**src/rtl/bwd_pkg.sv**
```systemverilog
package bwd_pkg;
  localparam int ADDR_W  = 64;
  localparam int NUM_WIN = 3;
  localparam int IO_FILL_W  = 12;
  localparam int MEM_FILL_W = 20;

  typedef enum logic [1:0] {
    WIN_VGA  = 2'd0,
    WIN_IO   = 2'd1,
    WIN_MEM  = 2'd2,
    WIN_PREF = 2'd3
  } win_id_e;

  localparam int W_IO   = 0;
  localparam int W_MEM  = 1;
  localparam int W_PREF = 2;

  localparam logic [ADDR_W-1:0] VGA_MEM_LO  = 64'h000A_0000;
  localparam logic [ADDR_W-1:0] VGA_MEM_HI  = 64'h000B_FFFF;
  localparam logic [ADDR_W-1:0] VGA_IOA_LO  = 64'h3B0;
  localparam logic [ADDR_W-1:0] VGA_IOA_HI  = 64'h3BB;
  localparam logic [ADDR_W-1:0] VGA_IOB_LO  = 64'h3C0;
  localparam logic [ADDR_W-1:0] VGA_IOB_HI  = 64'h3DF;

  localparam logic [3:0] TYPE_WIDE = 4'h1;
endpackage

```
**src/rtl/bwd_bounds.sv**
```systemverilog
module bwd_bounds
  import bwd_pkg::*;
(
  input  logic [7:0]        io_base_i,
  input  logic [7:0]        io_limit_i,
  input  logic [15:0]       io_base_hi_i,
  input  logic [15:0]       io_limit_hi_i,
  input  logic [15:0]       mem_base_i,
  input  logic [15:0]       mem_limit_i,
  input  logic [15:0]       pf_base_i,
  input  logic [15:0]       pf_limit_i,
  input  logic [31:0]       pf_base_hi_i,
  input  logic [31:0]       pf_limit_hi_i,
  output logic [ADDR_W-1:0] base_o  [NUM_WIN],
  output logic [ADDR_W-1:0] limit_o [NUM_WIN]
);
  localparam logic [IO_FILL_W-1:0]  IO_ONES  = '1;
  localparam logic [MEM_FILL_W-1:0] MEM_ONES = '1;

  logic [15:0] io_bhi, io_lhi;
  logic [31:0] pf_bhi, pf_lhi;
  logic        unused_type;

  // upper extension only counts when the type code says wide
  assign io_bhi = (io_base_i[3:0]  == TYPE_WIDE) ? io_base_hi_i  : '0;
  assign io_lhi = (io_limit_i[3:0] == TYPE_WIDE) ? io_limit_hi_i : '0;
  assign pf_bhi = (pf_base_i[3:0]  == TYPE_WIDE) ? pf_base_hi_i  : '0;
  assign pf_lhi = (pf_limit_i[3:0] == TYPE_WIDE) ? pf_limit_hi_i : '0;
  assign unused_type = ^{mem_base_i[3:0], mem_limit_i[3:0]};

  assign base_o[W_IO]    = {32'h0, io_bhi, io_base_i[7:4], {IO_FILL_W{1'b0}}};
  assign limit_o[W_IO]   = {32'h0, io_lhi, io_limit_i[7:4], IO_ONES};
  assign base_o[W_MEM]   = {32'h0, mem_base_i[15:4], {MEM_FILL_W{1'b0}}};
  assign limit_o[W_MEM]  = {32'h0, mem_limit_i[15:4], MEM_ONES};
  assign base_o[W_PREF]  = {pf_bhi, pf_base_i[15:4], {MEM_FILL_W{1'b0}}};
  assign limit_o[W_PREF] = {pf_lhi, pf_limit_i[15:4], MEM_ONES};
endmodule

```
**src/rtl/bwd_win_cmp.sv**
```systemverilog
module bwd_win_cmp
  import bwd_pkg::*;
(
  input  logic              en_i,
  input  logic [ADDR_W-1:0] base_i,
  input  logic [ADDR_W-1:0] limit_i,
  input  logic [ADDR_W-1:0] addr_i,
  output logic              hit_o
);
  // limit < base leaves no address satisfying both bounds
  assign hit_o = en_i && (addr_i >= base_i) && (addr_i <= limit_i);
endmodule

```
**src/rtl/bwd_vga_match.sv**
```systemverilog
module bwd_vga_match
  import bwd_pkg::*;
(
  input  logic              en_i,
  input  logic [ADDR_W-1:0] addr_i,
  output logic              io_hit_o,
  output logic              mem_hit_o
);
  logic in_a, in_b;
  assign in_a      = (addr_i >= VGA_IOA_LO) && (addr_i <= VGA_IOA_HI);
  assign in_b      = (addr_i >= VGA_IOB_LO) && (addr_i <= VGA_IOB_HI);
  assign io_hit_o  = en_i && (in_a || in_b);
  assign mem_hit_o = en_i && (addr_i >= VGA_MEM_LO) && (addr_i <= VGA_MEM_HI);
endmodule

```
**src/rtl/bridge_window_decoder.sv**
```systemverilog
module bridge_window_decoder
  import bwd_pkg::*;
(
  input  logic              clk_i,
  input  logic              rst_ni,
  input  logic [7:0]        io_base_i,
  input  logic [7:0]        io_limit_i,
  input  logic [15:0]       io_base_hi_i,
  input  logic [15:0]       io_limit_hi_i,
  input  logic [15:0]       mem_base_i,
  input  logic [15:0]       mem_limit_i,
  input  logic [15:0]       pf_base_i,
  input  logic [15:0]       pf_limit_i,
  input  logic [31:0]       pf_base_hi_i,
  input  logic [31:0]       pf_limit_hi_i,
  input  logic              cmd_io_en_i,
  input  logic              cmd_mem_en_i,
  input  logic              vga_en_i,
  input  logic              req_vld_i,
  input  logic              req_is_io_i,
  input  logic [ADDR_W-1:0] req_addr_i,
  output logic              hit_vld_o,
  output logic              hit_o,
  output logic [1:0]        win_o
);
  logic [ADDR_W-1:0] win_base [NUM_WIN];
  logic [ADDR_W-1:0] win_lim  [NUM_WIN];
  logic [NUM_WIN-1:0] win_en, cmp_hit;
  logic vga_io_hit, vga_mem_hit;
  logic sel_hit;
  win_id_e sel_win;

  bwd_bounds u_bounds (
    .io_base_i    (io_base_i),
    .io_limit_i   (io_limit_i),
    .io_base_hi_i (io_base_hi_i),
    .io_limit_hi_i(io_limit_hi_i),
    .mem_base_i   (mem_base_i),
    .mem_limit_i  (mem_limit_i),
    .pf_base_i    (pf_base_i),
    .pf_limit_i   (pf_limit_i),
    .pf_base_hi_i (pf_base_hi_i),
    .pf_limit_hi_i(pf_limit_hi_i),
    .base_o       (win_base),
    .limit_o      (win_lim)
  );

  assign win_en[W_IO]   = cmd_io_en_i;
  assign win_en[W_MEM]  = cmd_mem_en_i;
  assign win_en[W_PREF] = cmd_mem_en_i;

  for (genvar w = 0; w < NUM_WIN; w++) begin : g_win
    bwd_win_cmp u_cmp (
      .en_i   (win_en[w]),
      .base_i (win_base[w]),
      .limit_i(win_lim[w]),
      .addr_i (req_addr_i),
      .hit_o  (cmp_hit[w])
    );
  end

  bwd_vga_match u_vga (
    .en_i     (vga_en_i),
    .addr_i   (req_addr_i),
    .io_hit_o (vga_io_hit),
    .mem_hit_o(vga_mem_hit)
  );

  always_comb begin
    sel_hit = 1'b0;
    sel_win = WIN_VGA;
    if (req_is_io_i) begin
      if (cmp_hit[W_IO]) begin
        sel_hit = 1'b1; sel_win = WIN_IO;
      end else if (vga_io_hit) begin
        sel_hit = 1'b1; sel_win = WIN_VGA;
      end
    end else begin
      if (cmp_hit[W_MEM]) begin
        sel_hit = 1'b1; sel_win = WIN_MEM;
      end else if (cmp_hit[W_PREF]) begin
        sel_hit = 1'b1; sel_win = WIN_PREF;
      end else if (vga_mem_hit) begin
        sel_hit = 1'b1; sel_win = WIN_VGA;
      end
    end
  end

  always_ff @(posedge clk_i or negedge rst_ni) begin
    if (!rst_ni) begin
      hit_vld_o <= 1'b0;
      hit_o     <= 1'b0;
      win_o     <= WIN_VGA;
    end else begin
      hit_vld_o <= req_vld_i;
      if (req_vld_i) begin
        hit_o <= sel_hit;
        win_o <= sel_win;
      end
    end
  end

  a_r1_vld_rise: assert property (@(posedge clk_i) disable iff (!rst_ni)
    req_vld_i |=> hit_vld_o);
  a_r1_vld_fall: assert property (@(posedge clk_i) disable iff (!rst_ni)
    !req_vld_i |=> !hit_vld_o);
  a_r1_hold: assert property (@(posedge clk_i) disable iff (!rst_ni)
    !req_vld_i |=> ($stable(hit_o) && $stable(win_o)));
  a_r5_io_gate: assert property (@(posedge clk_i) disable iff (!rst_ni)
    (req_vld_i && req_is_io_i && !cmd_io_en_i) |=> !(hit_o && win_o == WIN_IO));
  a_r5_mem_gate: assert property (@(posedge clk_i) disable iff (!rst_ni)
    (req_vld_i && !req_is_io_i && !cmd_mem_en_i)
      |=> !(hit_o && (win_o == WIN_MEM || win_o == WIN_PREF)));
  a_r7_vga_off: assert property (@(posedge clk_i) disable iff (!rst_ni)
    (req_vld_i && req_is_io_i && !cmd_io_en_i && !vga_en_i) |=> !hit_o);
  a_r8_io_space: assert property (@(posedge clk_i) disable iff (!rst_ni)
    (req_vld_i && req_is_io_i) |=> (win_o != WIN_MEM && win_o != WIN_PREF));
  a_r9_miss_code: assert property (@(posedge clk_i) disable iff (!rst_ni)
    !hit_o |-> win_o == WIN_VGA);
endmodule

```
**config.mk**
```make
export PLATFORM = sky130hd
export DESIGN_NAME = bridge_window_decoder
export DESIGN_NICKNAME = d
export VERILOG_FILES = /design/src/rtl/bwd_pkg.sv /design/src/rtl/bwd_bounds.sv /design/src/rtl/bwd_win_cmp.sv /design/src/rtl/bwd_vga_match.sv /design/src/rtl/bridge_window_decoder.sv
export SDC_FILE = /design/constraint.sdc
export NUM_CORES = 1
export LEC_CHECK = 0
export ABC_AREA = 0
export BUFFER_PORTS_ARGS = -buffer_cell sky130_fd_sc_hd__buf_2
export CAP_MARGIN = 20
export CORE_UTILIZATION = 25
export CTS_BUF_LIST = sky130_fd_sc_hd__clkbuf_4
export CTS_CLUSTER_DIAMETER = 80
export DETAILED_ROUTE_END_ITERATION = 6
export SLEW_MARGIN = 5
export SYNTH_ARGS = -nofsm -noshare
export SYNTH_HDL_FRONTEND = slang
export SYNTH_SLANG_ARGS = --single-unit
```
**constraint.sdc**
```tcl
create_clock -name clk_i -period 1.9 [get_ports clk_i]
set_input_delay 0.095 -clock clk_i [delete_from_list [all_inputs] [get_ports clk_i]]
set_output_delay 0.095 -clock clk_i [all_outputs]
set_load 0.03 [all_outputs]
```
=== Word-level counts from Yosys, hierarchy flattened ===
Index checks and enable logic that the tools add are counted.

* Order comparisons: 12
* Eq/ne operators: 4
* Multiplexer cells: 14
* Reduce and logical (&&, ||, !) cells: 12

{| class="wikitable"
|+ Operator list
! cell !! count
|-
| $ge 64x10->1 const B || 2
|-
| $ge 64x32->1 || 2
|-
| $le 64x10->1 const B || 2
|-
| $le 64x32->1 || 2
|-
| $ge 64x20->1 const B || 1
|-
| $ge 64x64->1 || 1
|-
| $le 64x20->1 const B || 1
|-
| $le 64x64->1 || 1
|-
| $mux 32 || 2
|-
| $mux 16 || 2
|-
| $eq 4x1->1 const B || 4
|-
| $logic_and 1x1->1 || 11
|-
| $mux 1 || 7
|-
| $mux 2 || 3
|-
| $logic_or 1x1->1 || 1
|}

* Register bits: 4
* Input port bits: 247
* Output and inout bits: 4
* Logic and storage cells: 45

=== Depth between registers and ports, before layout ===
Gate-level depths: netlist of run 1.

* Depth in word-level cells: 8
* Mapped depth: 11
* Gate-level depth less buffers: 10

=== Cells and area by module ===
A second synthesis of run 1 with hierarchy kept.

* Cells, all modules: 1828
* Area, all modules: 13027.5 µm²

{| class="wikitable"
|+ Modules (own cells, without submodules)
! module !! instances !! cells each !! area an instance (µm²) !! seq. area each (µm²)
|-
| bwd_win_cmp || 3 || 461 || 3218.1 || 0.0
|-
| bwd_bounds || 1 || 398 || 2974.1 || 0.0
|-
| bwd_vga_match || 1 || 31 || 226.5 || 0.0
|-
| bridge_window_decoder || 1 || 16 || 172.7 || 100.1
|}

=== Worst setup path before layout of run 1 ===
Ideal clock, no wire load.

* Kind: input to register
* Start: in pf_base_i[1]
* End: reg win_o[0]
* Setup time: 86 ps
* Arrival time: 2811 ps
* Data required time: 1814 ps
* Slack: -997 ps
* Cell stages on the path: 11
* Buffers on the path: 1
* Cell sequence: nor4b_1 > clkbuf_1 > nand2_1 > ha_1 > and4_1 > nand4_1 > or4_4 > nor4_1 > a211o_1 > o22ai_2 > o221ai_2

* Cells in the longest elaborated chain, start to end: 8

{| class="wikitable"
|+ RTL lines
! what !! RTL line !! source
|-
| start, declared || bridge_window_decoder.sv:12 || <nowiki>input logic [15:0] pf_base_i,</nowiki>
|-
| $eq 4x1->1 || bwd_bounds.sv:27 || <nowiki>assign pf_bhi = (pf_base_i[3:0] == TYPE_WIDE) ? pf_base_hi_i : '0;</nowiki>
|-
| $mux 32 || bwd_bounds.sv:27 ||
|-
| $ge 64x64->1 || bwd_win_cmp.sv:11 || <nowiki>assign hit_o = en_i && (addr_i >= base_i) && (addr_i <= limit_i);</nowiki>
|-
| $logic_and 1x1->1 (2 in series) || bwd_win_cmp.sv:11 ||
|-
| $mux 2 || bridge_window_decoder.sv:81 || <nowiki>end else if (cmp_hit[W_PREF]) begin</nowiki>
|-
| $mux 2 || bridge_window_decoder.sv:79 || <nowiki>if (cmp_hit[W_MEM]) begin</nowiki>
|-
| $mux 2 || bridge_window_decoder.sv:72 || <nowiki>if (req_is_io_i) begin</nowiki>
|-
| end signal, assigned || bridge_window_decoder.sv:98 || <nowiki>win_o <= sel_win;</nowiki>
|-
| end, declared || bridge_window_decoder.sv:24 || <nowiki>output logic [1:0] win_o</nowiki>
|}

No other way between the ends.
A chain may end at the register's enable or synchronous reset.

=== Worst setup path after layout of run 1 ===
* Start: in pf_base_i[3]
* End: reg hit_o

* Cells in the longest elaborated chain, start to end: 8

{| class="wikitable"
|+ RTL lines
! what !! RTL line !! source
|-
| $eq 4x1->1 || bwd_bounds.sv:27 ||
|-
| $mux 32 || bwd_bounds.sv:27 ||
|-
| $ge 64x64->1 || bwd_win_cmp.sv:11 ||
|-
| $logic_and 1x1->1 (2 in series) || bwd_win_cmp.sv:11 ||
|-
| $mux 1 || bridge_window_decoder.sv:81 ||
|-
| $mux 1 || bridge_window_decoder.sv:79 ||
|-
| $mux 1 || bridge_window_decoder.sv:72 ||
|-
| end signal, assigned || bridge_window_decoder.sv:97 || <nowiki>hit_o <= sel_hit;</nowiki>
|-
| end, declared || bridge_window_decoder.sv:23 || <nowiki>output logic hit_o,</nowiki>
|}

No other way between the ends.

==> summary.txt, run 1 <==
================================================================================
Met2 routed WL ....................................................      8090 µm
Total Routed Length ...............................................     16500 µm
Insertion delay to the later sink of the worst-skew pair ..........      0.23 ns
Number of flops mapped to enable cells by yosys ...................            0
Async set or reset register ratio after synthesis .................         100%
Post-synthesis xor/xnor area fraction .............................           0%
Maximum number of pins on one net before global-route repair ......           17
Half-perimeter wire length after detailed placement ...............     14800 µm
Source of the critical timing path ................................ pf_base_i[3]
Max-slew violation count ..........................................            0
Post-Synthesis Mean Instance Area .................................     7.03 µm²
Htree depth .......................................................            1
Clock Pin Slew Worst Setup and Hold Paths .........................      0.04 ns
Number of iterations in the first detailed-routing pass ...........            5
Type of the worst setup path ......................................       in2reg
Flop and latch count out of synthesis .............................            4
Number of antenna violations at the first check in global routing .            3
Data arrival time at the worst-slack endpoint .....................      2.45 ns
Number of buffers on the longest clock path .......................            2
Clock root buffer ................................................. sky130_fd_sc_hd__clkbuf_4
Start of the worst register-to-register path ...................... hit_o$_DFFE_PN0P_
Post-synthesis cell type count ....................................           43
Overall routing resource usage ....................................        18.2%
Worst hold slack ..................................................    0.0743 ns
Mean number of vias per cell ......................................         4.83
Sequential-to-total area share from yosys stat ....................        2.30%
Ys Warns ..........................................................            0
Commonest non-fill, non-tap cell in the layout .................... sky130_fd_sc_hd__buf_2
Worst supply voltage drop on vdd ..................................      79.9 µV
Worst clock skew ..................................................         0 ns
Post-synthesis instance total .....................................          620
Data required, critical path ......................................      1.99 ns
Minimum period implied by the final worst setup slack .............      2.36 ns
First-pass GRT wire length ........................................     26400 µm
CTS buffer count ..................................................            3
Mux share of post-synthesis cell area .............................       0.230%
Uppermost routed layer ............................................         met5
CTS tree ..........................................................        built
Number of placement rows ..........................................           47
Placeable core area ...............................................    16800 µm²
Via count of the routed design ....................................         5604
Number of global-route vias before repair .........................         5602
Die H .............................................................       134 µm
Total non-filler cell area in the finished layout .................     6850 µm²
Highest-count cells in the layout ignoring fill and taps .......... sky130_fd_sc_hd__buf_2, sky130_fd_sc_hd__ha_1, sky130_fd_sc_hd__nand2_1, sky130_fd_sc_hd__buf_4, sky130_fd_sc_hd__inv_1
Mapped Nets .......................................................         1019
Post-route DRC violation count ....................................            0
Final routed wire length divided by cell count ....................      14.2 µm
Leakage power of the design .......................................      3.51 nW
Wire length on met1 ...............................................      7230 µm
Dominant register cell in the synthesized netlist ................. sky130_fd_sc_hd__dfrtp_1
Initial Utilization ...............................................        25.9%
End of the worst register-to-register path ........................ hit_o$_DFFE_PN0P_
Fin. Hold Viols ...................................................            0
DRT iter0 DRCs ....................................................          174
Tcrit/Tclk final ..................................................         124%
Post-Synth Adder-Cell Area ........................................        43.6%
Synth Area in Simple Gates ........................................        29.0%
Violations in the final reports ................................... negative setup slack
Result of the run ................................................. complete, but fails checks
Relative max-transition margin ....................................        73.8%
Peak fanout along the critical path ...............................            7
Max Freq ..........................................................      423 MHz
Placer congestion estimate ........................................        0.854
Setup total negative slack ........................................     -1.32 ns
Combinational family with the most area after synthesis ...........  adder cells
Pwr dens ..........................................................   198 nW/µm²
Capture point of the worst path ................................... hit_o$_DFFE_PN0P_
Width of the chip .................................................       134 µm
Class of the worst hold path ......................................       in2reg
Count of endpoints failing setup in the final report ..............            3
Boundary pin count ................................................          251
Compound-gate portion of the synthesized area .....................        19.1%
Die area ..........................................................    18000 µm²
Global route overflow .............................................            0
Setup repair after global routing missed its margin ...............          yes
Layout cells sized above 1 ........................................        39.2%
Kind of launch point of the worst setup path ......................    input pin
Overall power consumption .........................................    0.00136 W
Layout net count ..................................................         1340
Worst-Margin Slew .................................................     0.383 ns
Depth of the most critical reg-to-reg path ........................            3
ANT nets after route ..............................................            0
Number of I/O port buffers ........................................          242
Placed Instance Area ..............................................     6500 µm²
WL met3 ...........................................................       952 µm
Setup slack of the most critical reg-to-reg path ..................      0.97 ns
Cell area after synthesis .........................................     4360 µm²
WHS Path Cells ....................................................            1
Setup WS post-layout ..............................................    -0.462 ns
Type of destination of the critical path ..........................    flip-flop
Area overhead of the layout relative to synthesis .................        57.1%
Num Clock Sinks ...................................................            4
Max-capacitance violation count ...................................            0
================================================================================
[Yosys cell counts (6+ instances only)]
library cell               instances  area [µm²]
sky130_fd_sc_hd__nor4_1           20         125
sky130_fd_sc_hd__nor2_1           17        63.8
sky130_fd_sc_hd__nand3_1          14        70.1
sky130_fd_sc_hd__nor3_1            7        35.0
sky130_fd_sc_hd__inv_1            59         221
sky130_fd_sc_hd__o211ai_1          6        45.0
sky130_fd_sc_hd__o21ai_0          25         125
sky130_fd_sc_hd__ha_1            152        1900
sky130_fd_sc_hd__nand2_1         141         529
sky130_fd_sc_hd__a21o_1           12        90.1
sky130_fd_sc_hd__nand4_1          30         188
sky130_fd_sc_hd__clkbuf_1          8        30.0
sky130_fd_sc_hd__a21oi_1          61         305
[stage by stage]
| step | instances | util (%) | setup slack [ns] |
|---|---|---|---|
| final | 1161 | 40.7 | -0.462 |
| after floorplan | 620 | - | -0.498 |
| after detailed placement | 1151 | 38.7 | -0.756 |
| after global placement | 1151 | 38.7 | -0.714 |
| after global routing | 1161 | 40.7 | -0.556 |
| after CTS | 1158 | 40.0 | -0.470 |
[registers in the layout, indices dropped and copies added (netlist names)]
signal,flops
hit_o,1
hit_vld_o,1
win_o,2
[critical path, cell delays in order]
cell and delay [ns]:
sky130_fd_sc_hd__buf_6 0.09, sky130_fd_sc_hd__nor4b_4 0.34, sky130_fd_sc_hd__buf_4 0.18, sky130_fd_sc_hd__clkbuf_16 0.14
sky130_fd_sc_hd__buf_6 0.10, sky130_fd_sc_hd__nand2_4 0.05, sky130_fd_sc_hd__ha_4 0.21, sky130_fd_sc_hd__a21o_1 0.17
sky130_fd_sc_hd__a221oi_2 0.29, sky130_fd_sc_hd__a31oi_2 0.12, sky130_fd_sc_hd__a211o_1 0.31, sky130_fd_sc_hd__o22ai_4 0.22
sky130_fd_sc_hd__nand4_1 0.12
[routing by layer]
layer	track usage, %	up-vias
met5	0	-
met4	3.31	2
met3	2.34	18
met2	33.3	160
met1	22.8	2489
li1	-	2935
[cells by family after synthesis]
| family | count (synthesis) |
|---|---|
| compound gates | 135 |
| fa+ha+maj | 152 |
| buf+inv | 67 |
| flops | 4 |
| mux | 1 |
| simple gates | 261 |
[worst min path at each step]
stage | from | end | slack, ns
6_report | req_vld_i | hit_vld_o$_DFF_PN0_ | 0.07
5_1_grt | req_vld_i | hit_vld_o$_DFF_PN0_ | 0.08
4_1_cts | req_vld_i | hit_vld_o$_DFF_PN0_ | 0.07
3_5_place_dp | rst_ni | hit_o$_DFFE_PN0P_ | -0.09
3_3_place_gp | rst_ni | hit_vld_o$_DFF_PN0_ | -0.1
2_1_floorplan | rst_ni | hit_o$_DFFE_PN0P_ | -0.20
[report_power, final]
| group | switching [W] | total [W] | internal (W) |
|---|---|---|---|
| Clock | 0.0000354 | 0.000106 | 0.0000707 |
| Sequential | 0.00000264 | 0.0000927 | 0.0000900 |
| Combinational | 0.000571 | 0.00116 | 0.000588 |
| Total | 0.000609 | 0.00136 | 0.000749 |
[cell type report]
type / count / area, µm²
clock buffer: 3 / 22.5
timing repair buffer: 324 / 1920
tap: 220 / 275
sequential: 4 / 100
multi-input combinational: 549 / 4310
inverter: 59 / 221
antenna: 2 / 5.00
fill: 1823 / 9970
[timing repair]
item / in CTS / in global routing
cloned: 1 / 0
buffers inserted: 2 / 1
pin swaps: 2 / 11
hold buffers: 1 / 0
endpoints found under the setup margin: 3 / 3
endpoints found under the hold margin: 4 / 0
gates resized for setup: 23 / 20
Note: power is estimated with default switching activity, not from simulation.
==> run 2, diff against run 1 <==
clock period = 2 ns   (was 1.9 ns; I/O delays follow)
==> summary.txt, run 2 (synthesis results as in run 1) <==
================================================================================
Type of the worst setup path ......................................       in2reg   unchanged
Maximum number of pins on one net before global-route repair ......           17   unchanged
Footprint of the flip-flops and latches ...........................      100 µm²   unchanged
Fill cell total of the finished layout ............................         1817   was 1823
Via count of the routed design ....................................         5553   was 5604
Number of I/O port buffers ........................................          242   unchanged
Half-perimeter wire length after detailed placement ...............     14800 µm   about the same
Worst supply voltage drop on vdd ..................................      72.9 µV   was 79.9 µV
Max Freq ..........................................................      412 MHz
Data required, critical path ......................................      2.15 ns   was 1.99 ns
First-pass GRT wire length ........................................     25900 µm   was 26400 µm
Layout net count ..................................................         1333   was 1340
Global route overflow .............................................            0   unchanged
Total non-filler cell area in the finished layout .................     6660 µm²   was 6850 µm²
Number of placement rows ..........................................           47   unchanged
Number of iterations in the first detailed-routing pass ...........            4   was 5
Worst clock skew ..................................................         0 ns   unchanged
Peak fanout along the critical path ...............................            7   unchanged
Reg with most FFs .................................................        win_o   unchanged
Worst-Margin Slew .................................................     0.414 ns   was 0.383 ns
Area overhead of the layout relative to synthesis .................        52.8%   was 57.1%
Max-slew violation count ..........................................            0   unchanged
Max-capacitance violation count ...................................            0   unchanged
Area occupied by multi-input gates ................................     4200 µm²   was 4310 µm²
Overall power consumption .........................................    0.00124 W   was 0.00136 W
Pwr dens ..........................................................   187 nW/µm²   was 198 nW/µm²
Depth of the most critical reg-to-reg path ........................            3   unchanged
Post-route DRC violation count ....................................            0   unchanged
Kind of launch point of the worst setup path ......................    input pin   unchanged
Number of global-route vias before repair .........................         5615   was 5602
Num Clock Sinks ...................................................            4   unchanged
Number of buffers on the longest clock path .......................            2   unchanged
Highest-count cells in the layout ignoring fill and taps .......... sky130_fd_sc_hd__buf_2, sky130_fd_sc_hd__ha_1, sky130_fd_sc_hd__nand2_1, sky130_fd_sc_hd__buf_4, sky130_fd_sc_hd__a21oi_1   was sky130_fd_sc_hd__buf_2, sky130_fd_sc_hd__ha_1, sky130_fd_sc_hd__nand2_1, sky130_fd_sc_hd__buf_4, sky130_fd_sc_hd__inv_1
Top Registers ..................................................... win_o: 2 flops, hit_o: 1 flops, hit_vld_o: 1 flops   unchanged
Count of endpoints failing setup in the final report ..............            3   unchanged
Relative max-transition margin ....................................        72.1%   was 73.8%
Final routed wire length divided by cell count ....................      14.2 µm   about the same
Minimum period implied by the final worst setup slack .............      2.42 ns
Clock Pin Slew Worst Setup and Hold Paths .........................      0.04 ns   about the same
Type of destination of the critical path ..........................    flip-flop   unchanged
CTS tree ..........................................................        built   unchanged
Die area ..........................................................    18000 µm²   unchanged
ANT nets after route ..............................................            0   unchanged
Beginning of the worst hold path ..................................    req_vld_i   unchanged
CTS buffer count ..................................................            3   unchanged
Fin. Hold Viols ...................................................            0   unchanged
Start of the worst register-to-register path ...................... hit_o$_DFFE_PN0P_   unchanged
Boundary pin count ................................................          251   unchanged
DRT iter0 DRCs ....................................................          133   was 174
Number of antenna violations at the first check in global routing .            2   was 3
Htree depth .......................................................            1   unchanged
Setup WS post-layout ..............................................    -0.424 ns   was -0.462 ns
Initial Utilization ...............................................        25.9%   unchanged
Violations in the final reports ................................... negative setup slack   unchanged
Max FFs per register ..............................................            2   unchanged
Insertion delay to the later sink of the worst-skew pair ..........      0.23 ns   about the same
Width of the chip .................................................       134 µm   unchanged
Leakage power of the design .......................................      3.45 nW   was 3.51 nW
Placed Instance Area ..............................................     6430 µm²   was 6500 µm²
Placeable core area ...............................................    16800 µm²   unchanged
Result of the run ................................................. complete, but fails checks   unchanged
Final design utilization ..........................................        39.6%   was 40.7%
Setup repair after global routing missed its margin ...............          yes   unchanged
Source of the critical timing path ................................ pf_base_i[2]   was pf_base_i[3]
Mean number of vias per cell ......................................         4.81   was 4.83
Die H .............................................................       134 µm   unchanged
WHS Path Cells ....................................................            1   unchanged
Layout cells sized above 1 ........................................        37.1%   was 39.2%
Class of the worst hold path ......................................       in2reg   unchanged
Commonest non-fill, non-tap cell in the layout .................... sky130_fd_sc_hd__buf_2   unchanged
Placer congestion estimate ........................................        0.863   was 0.854
Data arrival time at the worst-slack endpoint .....................      2.57 ns   was 2.45 ns
Total Routed Length ...............................................     16400 µm   was 16500 µm
Clock root buffer ................................................. sky130_fd_sc_hd__clkbuf_4   unchanged
Overall routing resource usage ....................................        17.9%   was 18.2%
Tcrit/Tclk final ..................................................         121%
================================================================================
## run 2: cell count changes in the layout (fill, tap and decap cells not counted), sizes merged
cell  change
buf       -7
## run 2: final timing paths
| check | to | slack [ns] |
|---|---|---|
| min | hit_vld_o$_DFF_PN0_ | 0.09 |
| max in group asynchronous | win_o[1]$_DFFE_PN0P_ | 1.65 |
| max | win_o[0]$_DFFE_PN0P_ | -0.42 |
| max reg2reg | hit_o$_DFFE_PN0P_ | 1.08 |
| min in group asynchronous | hit_vld_o$_DFF_PN0_ | 0.24 |
| min reg2reg | win_o[1]$_DFFE_PN0P_ | 0.50 |
## run 2: cell type report
class	instances	share of cell area, %
Timing Repair Buffer	317	27.5
Inverter	59	3.32
Tap cell	220	4.13
Clock buffer	3	0.338
Multi-Input combinational cell	549	63.1
Antenna cell	2	0.0751
Sequential cell	4	1.50
## run 2: report_power, final
group / leakage, nW / internal, W / switching, W
sequential: 0.0528 / 0.0000856 / 0.00000295
clock: 0.0138 / 0.0000669 / 0.0000295
combinational: 3.39 / 0.000531 / 0.000529
## run 2: worst max-delay path, stage by stage
cell and delay (ns):
sky130_fd_sc_hd__buf_6 0.09, sky130_fd_sc_hd__nor4b_4 0.24, sky130_fd_sc_hd__buf_4 0.17, sky130_fd_sc_hd__buf_12 0.13, sky130_fd_sc_hd__nand2_4 0.06, sky130_fd_sc_hd__ha_4 0.26, sky130_fd_sc_hd__and4_1 0.21, sky130_fd_sc_hd__nand4_1 0.14
sky130_fd_sc_hd__or4_4 0.59, sky130_fd_sc_hd__nor4_4 0.14, sky130_fd_sc_hd__a211o_1 0.19, sky130_fd_sc_hd__o22ai_4 0.09, sky130_fd_sc_hd__o221ai_2 0.14
## run 2: what timing repair did
item / CTS / global route
hold endpoints to repair: 4 / 0
resized for setup: 1 / 21
hold buffers: 1 / 0
setup endpoints to repair: 3 / 3
pin swaps: 0 / 1
cloned: 0 / 1
setup buffers: 1 / 1
## run 2: metrics by stage
step / instances / worst slack [ns] / setup TNS [ns] / hold slack (ns)
global route: 1154 / -0.520 / -1.46 / 0.0870
global placement: 1145 / -0.591 / -1.74 / -0.0926
CTS: 1150 / -0.399 / -1.07 / 0.0832
finish: 1154 / -0.424 / -1.16 / 0.0871
detailed placement: 1145 / -0.639 / -1.82 / -0.0925
floorplan: 620 / -0.403 / -1.09 / -0.196
## run 2: per-layer routing
layer  GRT usage [%]  share of wire [%]  wire (µm)  up-vias
met5               0                  0          0        -
met2            33.4                 49       8030      154
met1            22.0                 45       7380     2462
met3            2.46                5.1        838       10
met4            2.43               0.96        158        0
li1                -                  -          -     2927
==> run 3, diff against run 2 <==
CAP_MARGIN = 25   (was 20)
SKIP_LAST_GASP = 1   (was default)
==> summary.txt, run 3 (synthesis results as in run 1) <==
================================================================================
Result of the run ................................................. complete, but fails checks   unchanged
Violations in the final reports ................................... negative setup slack   unchanged
Die H .............................................................       134 µm   unchanged
Placeable core area ...............................................    16800 µm²   unchanged
Htree depth .......................................................            1   unchanged
Die area ..........................................................    18000 µm²   unchanged
Kind of launch point of the worst setup path ......................    input pin   unchanged
ANT nets after route ..............................................            0   unchanged
Overall routing resource usage ....................................        17.9%   unchanged
Tcrit/Tclk final ..................................................         121%   unchanged
Max FFs per register ..............................................            2   unchanged
Via count of the routed design ....................................         5553   unchanged
Total non-filler cell area in the finished layout .................     6660 µm²   unchanged
Beginning of the worst hold path ..................................    req_vld_i   unchanged
Setup repair after global routing missed its margin ...............          yes   unchanged
Boundary pin count ................................................          251   unchanged
Max-capacitance violation count ...................................            0   unchanged
Leakage power of the design .......................................      3.45 nW   unchanged
Relative max-transition margin ....................................        72.1%   unchanged
Peak fanout along the critical path ...............................            7   unchanged
Start of the worst register-to-register path ...................... hit_o$_DFFE_PN0P_   unchanged
Top Registers ..................................................... win_o: 2 flops, hit_o: 1 flops, hit_vld_o: 1 flops   unchanged
First-pass GRT wire length ........................................     25900 µm   unchanged
Highest-count cells in the layout ignoring fill and taps .......... sky130_fd_sc_hd__buf_2, sky130_fd_sc_hd__ha_1, sky130_fd_sc_hd__nand2_1, sky130_fd_sc_hd__buf_4, sky130_fd_sc_hd__a21oi_1   unchanged
Insertion delay to the later sink of the worst-skew pair ..........      0.23 ns   about the same
Number of I/O port buffers ........................................          242   unchanged
Mean number of vias per cell ......................................         4.81   unchanged
Placer congestion estimate ........................................        0.863   unchanged
Data required, critical path ......................................      2.15 ns   about the same
Fin. Hold Viols ...................................................            0   unchanged
Type of destination of the critical path ..........................    flip-flop   unchanged
Number of iterations in the first detailed-routing pass ...........            4   unchanged
Half-perimeter wire length after detailed placement ...............     14800 µm   unchanged
Number of placement rows ..........................................           47   unchanged
Setup WS post-layout ..............................................    -0.424 ns   unchanged
Number of global-route vias before repair .........................         5615   unchanged
Global route overflow .............................................            0   unchanged
Fill cell total of the finished layout ............................         1817   unchanged
Count of endpoints failing setup in the final report ..............            3   unchanged
Final design utilization ..........................................        39.6%   unchanged
DRT iter0 DRCs ....................................................          133   unchanged
Pwr dens ..........................................................   187 nW/µm²   unchanged
WHS Path Cells ....................................................            1   unchanged
Layout cells sized above 1 ........................................        37.1%   unchanged
Placed Instance Area ..............................................     6430 µm²   unchanged
Post-route DRC violation count ....................................            0   unchanged
Total Routed Length ...............................................     16400 µm   unchanged
Data arrival time at the worst-slack endpoint .....................      2.57 ns   about the same
Final routed wire length divided by cell count ....................      14.2 µm   unchanged
Width of the chip .................................................       134 µm   unchanged
Initial Utilization ...............................................        25.9%   unchanged
Number of buffers on the longest clock path .......................            2   unchanged
Worst-Margin Slew .................................................     0.414 ns   unchanged
CTS tree ..........................................................        built   unchanged
Type of the worst setup path ......................................       in2reg   unchanged
Worst supply voltage drop on vdd ..................................      72.9 µV   unchanged
Source of the critical timing path ................................ pf_base_i[2]   unchanged
Max-slew violation count ..........................................            0   unchanged
Number of antenna violations at the first check in global routing .            2   unchanged
Worst hold slack ..................................................    0.0871 ns   unchanged
Area overhead of the layout relative to synthesis .................        52.8%   unchanged
Clock Pin Slew Worst Setup and Hold Paths .........................      0.04 ns   about the same
Reg with most FFs .................................................        win_o   unchanged
Commonest non-fill, non-tap cell in the layout .................... sky130_fd_sc_hd__buf_2   unchanged
Num Clock Sinks ...................................................            4   unchanged
Maximum number of pins on one net before global-route repair ......           17   unchanged
Depth of the most critical reg-to-reg path ........................            3   unchanged
CTS buffer count ..................................................            3   unchanged
Class of the worst hold path ......................................       in2reg   unchanged
Minimum period implied by the final worst setup slack .............      2.42 ns   unchanged
Layout net count ..................................................         1333   unchanged
Clock root buffer ................................................. sky130_fd_sc_hd__clkbuf_4   unchanged
Worst clock skew ..................................................         0 ns   unchanged
Max Freq ..........................................................      412 MHz   unchanged
================================================================================
run 3: cell counts in the layout (fill, tap and decap cells not counted):
Identical to the previous run, type by type.
run 3: cell type report:
cell class	instances	area (µm²)	area share, %
multi-input combinational	549	4200	63.1
timing repair buffer	317	1840	27.5
tap	220	275	4.13
inverter	59	221	3.32
sequential	4	100	1.50
clock buffer	3	22.5	0.338
antenna	2	5.00	0.0751
run 3: final timing paths:
| kind | to | slack, ns |
|---|---|---|
| setup / recovery | win_o[0]$_DFFE_PN0P_ | -0.42 |
| hold / removal | hit_vld_o$_DFF_PN0_ | 0.09 |
| setup reg to reg | hit_o$_DFFE_PN0P_ | 1.08 |
| hold reg to reg | win_o[1]$_DFFE_PN0P_ | 0.50 |
| max in group asynchronous | win_o[1]$_DFFE_PN0P_ | 1.65 |
| min in group asynchronous | hit_vld_o$_DFF_PN0_ | 0.24 |
run 3: metal layers:
metal	GRT usage [%]	vias up	wire length, µm
met3	2.46	10	838
met5	0	-	0
li1	-	2927	-
met1	22.0	2462	7380
met4	2.43	0	158
met2	33.4	154	8030
run 3: timing repair:
item,in CTS,in global routing
gates cloned,0,1
hold buffers,1,0
resized for setup,1,21
setup endpoints to repair,3,3
hold endpoints to repair,4,0
pin swaps,0,1
buffers inserted,1,1
run 3: stage by stage:
step	instances	total power, W	TNS [ns]	setup WS [ns]
floorplan	620	0.000577	-1.09	-0.403
global placement	1145	0.00111	-1.74	-0.591
detailed placement	1145	0.00112	-1.82	-0.639
CTS	1150	0.00123	-1.07	-0.399
global route	1154	0.00141	-1.46	-0.520
finish	1154	0.00124	-1.16	-0.424
run 3: report_power, final:
| part | internal (W) | switching [W] | total (W) | leakage [nW] |
|---|---|---|---|---|
| clock | 0.0000669 | 0.0000295 | 0.0000964 | 0.0138 |
| sequential | 0.0000856 | 0.00000295 | 0.0000886 | 0.0528 |
| combinational | 0.000531 | 0.000529 | 0.00106 | 3.39 |
| total | 0.000683 | 0.000561 | 0.00124 | 3.45 |
run 3: critical path, cell delays in order:
cell	delay, ns
sky130_fd_sc_hd__buf_6	0.09
sky130_fd_sc_hd__nor4b_4	0.24
sky130_fd_sc_hd__buf_4	0.17
sky130_fd_sc_hd__buf_12	0.13
sky130_fd_sc_hd__nand2_4	0.06
sky130_fd_sc_hd__ha_4	0.26
sky130_fd_sc_hd__and4_1	0.21
sky130_fd_sc_hd__nand4_1	0.14
sky130_fd_sc_hd__or4_4	0.59
sky130_fd_sc_hd__nor4_4	0.14
sky130_fd_sc_hd__a211o_1	0.19
sky130_fd_sc_hd__o22ai_4	0.09
sky130_fd_sc_hd__o221ai_2	0.14
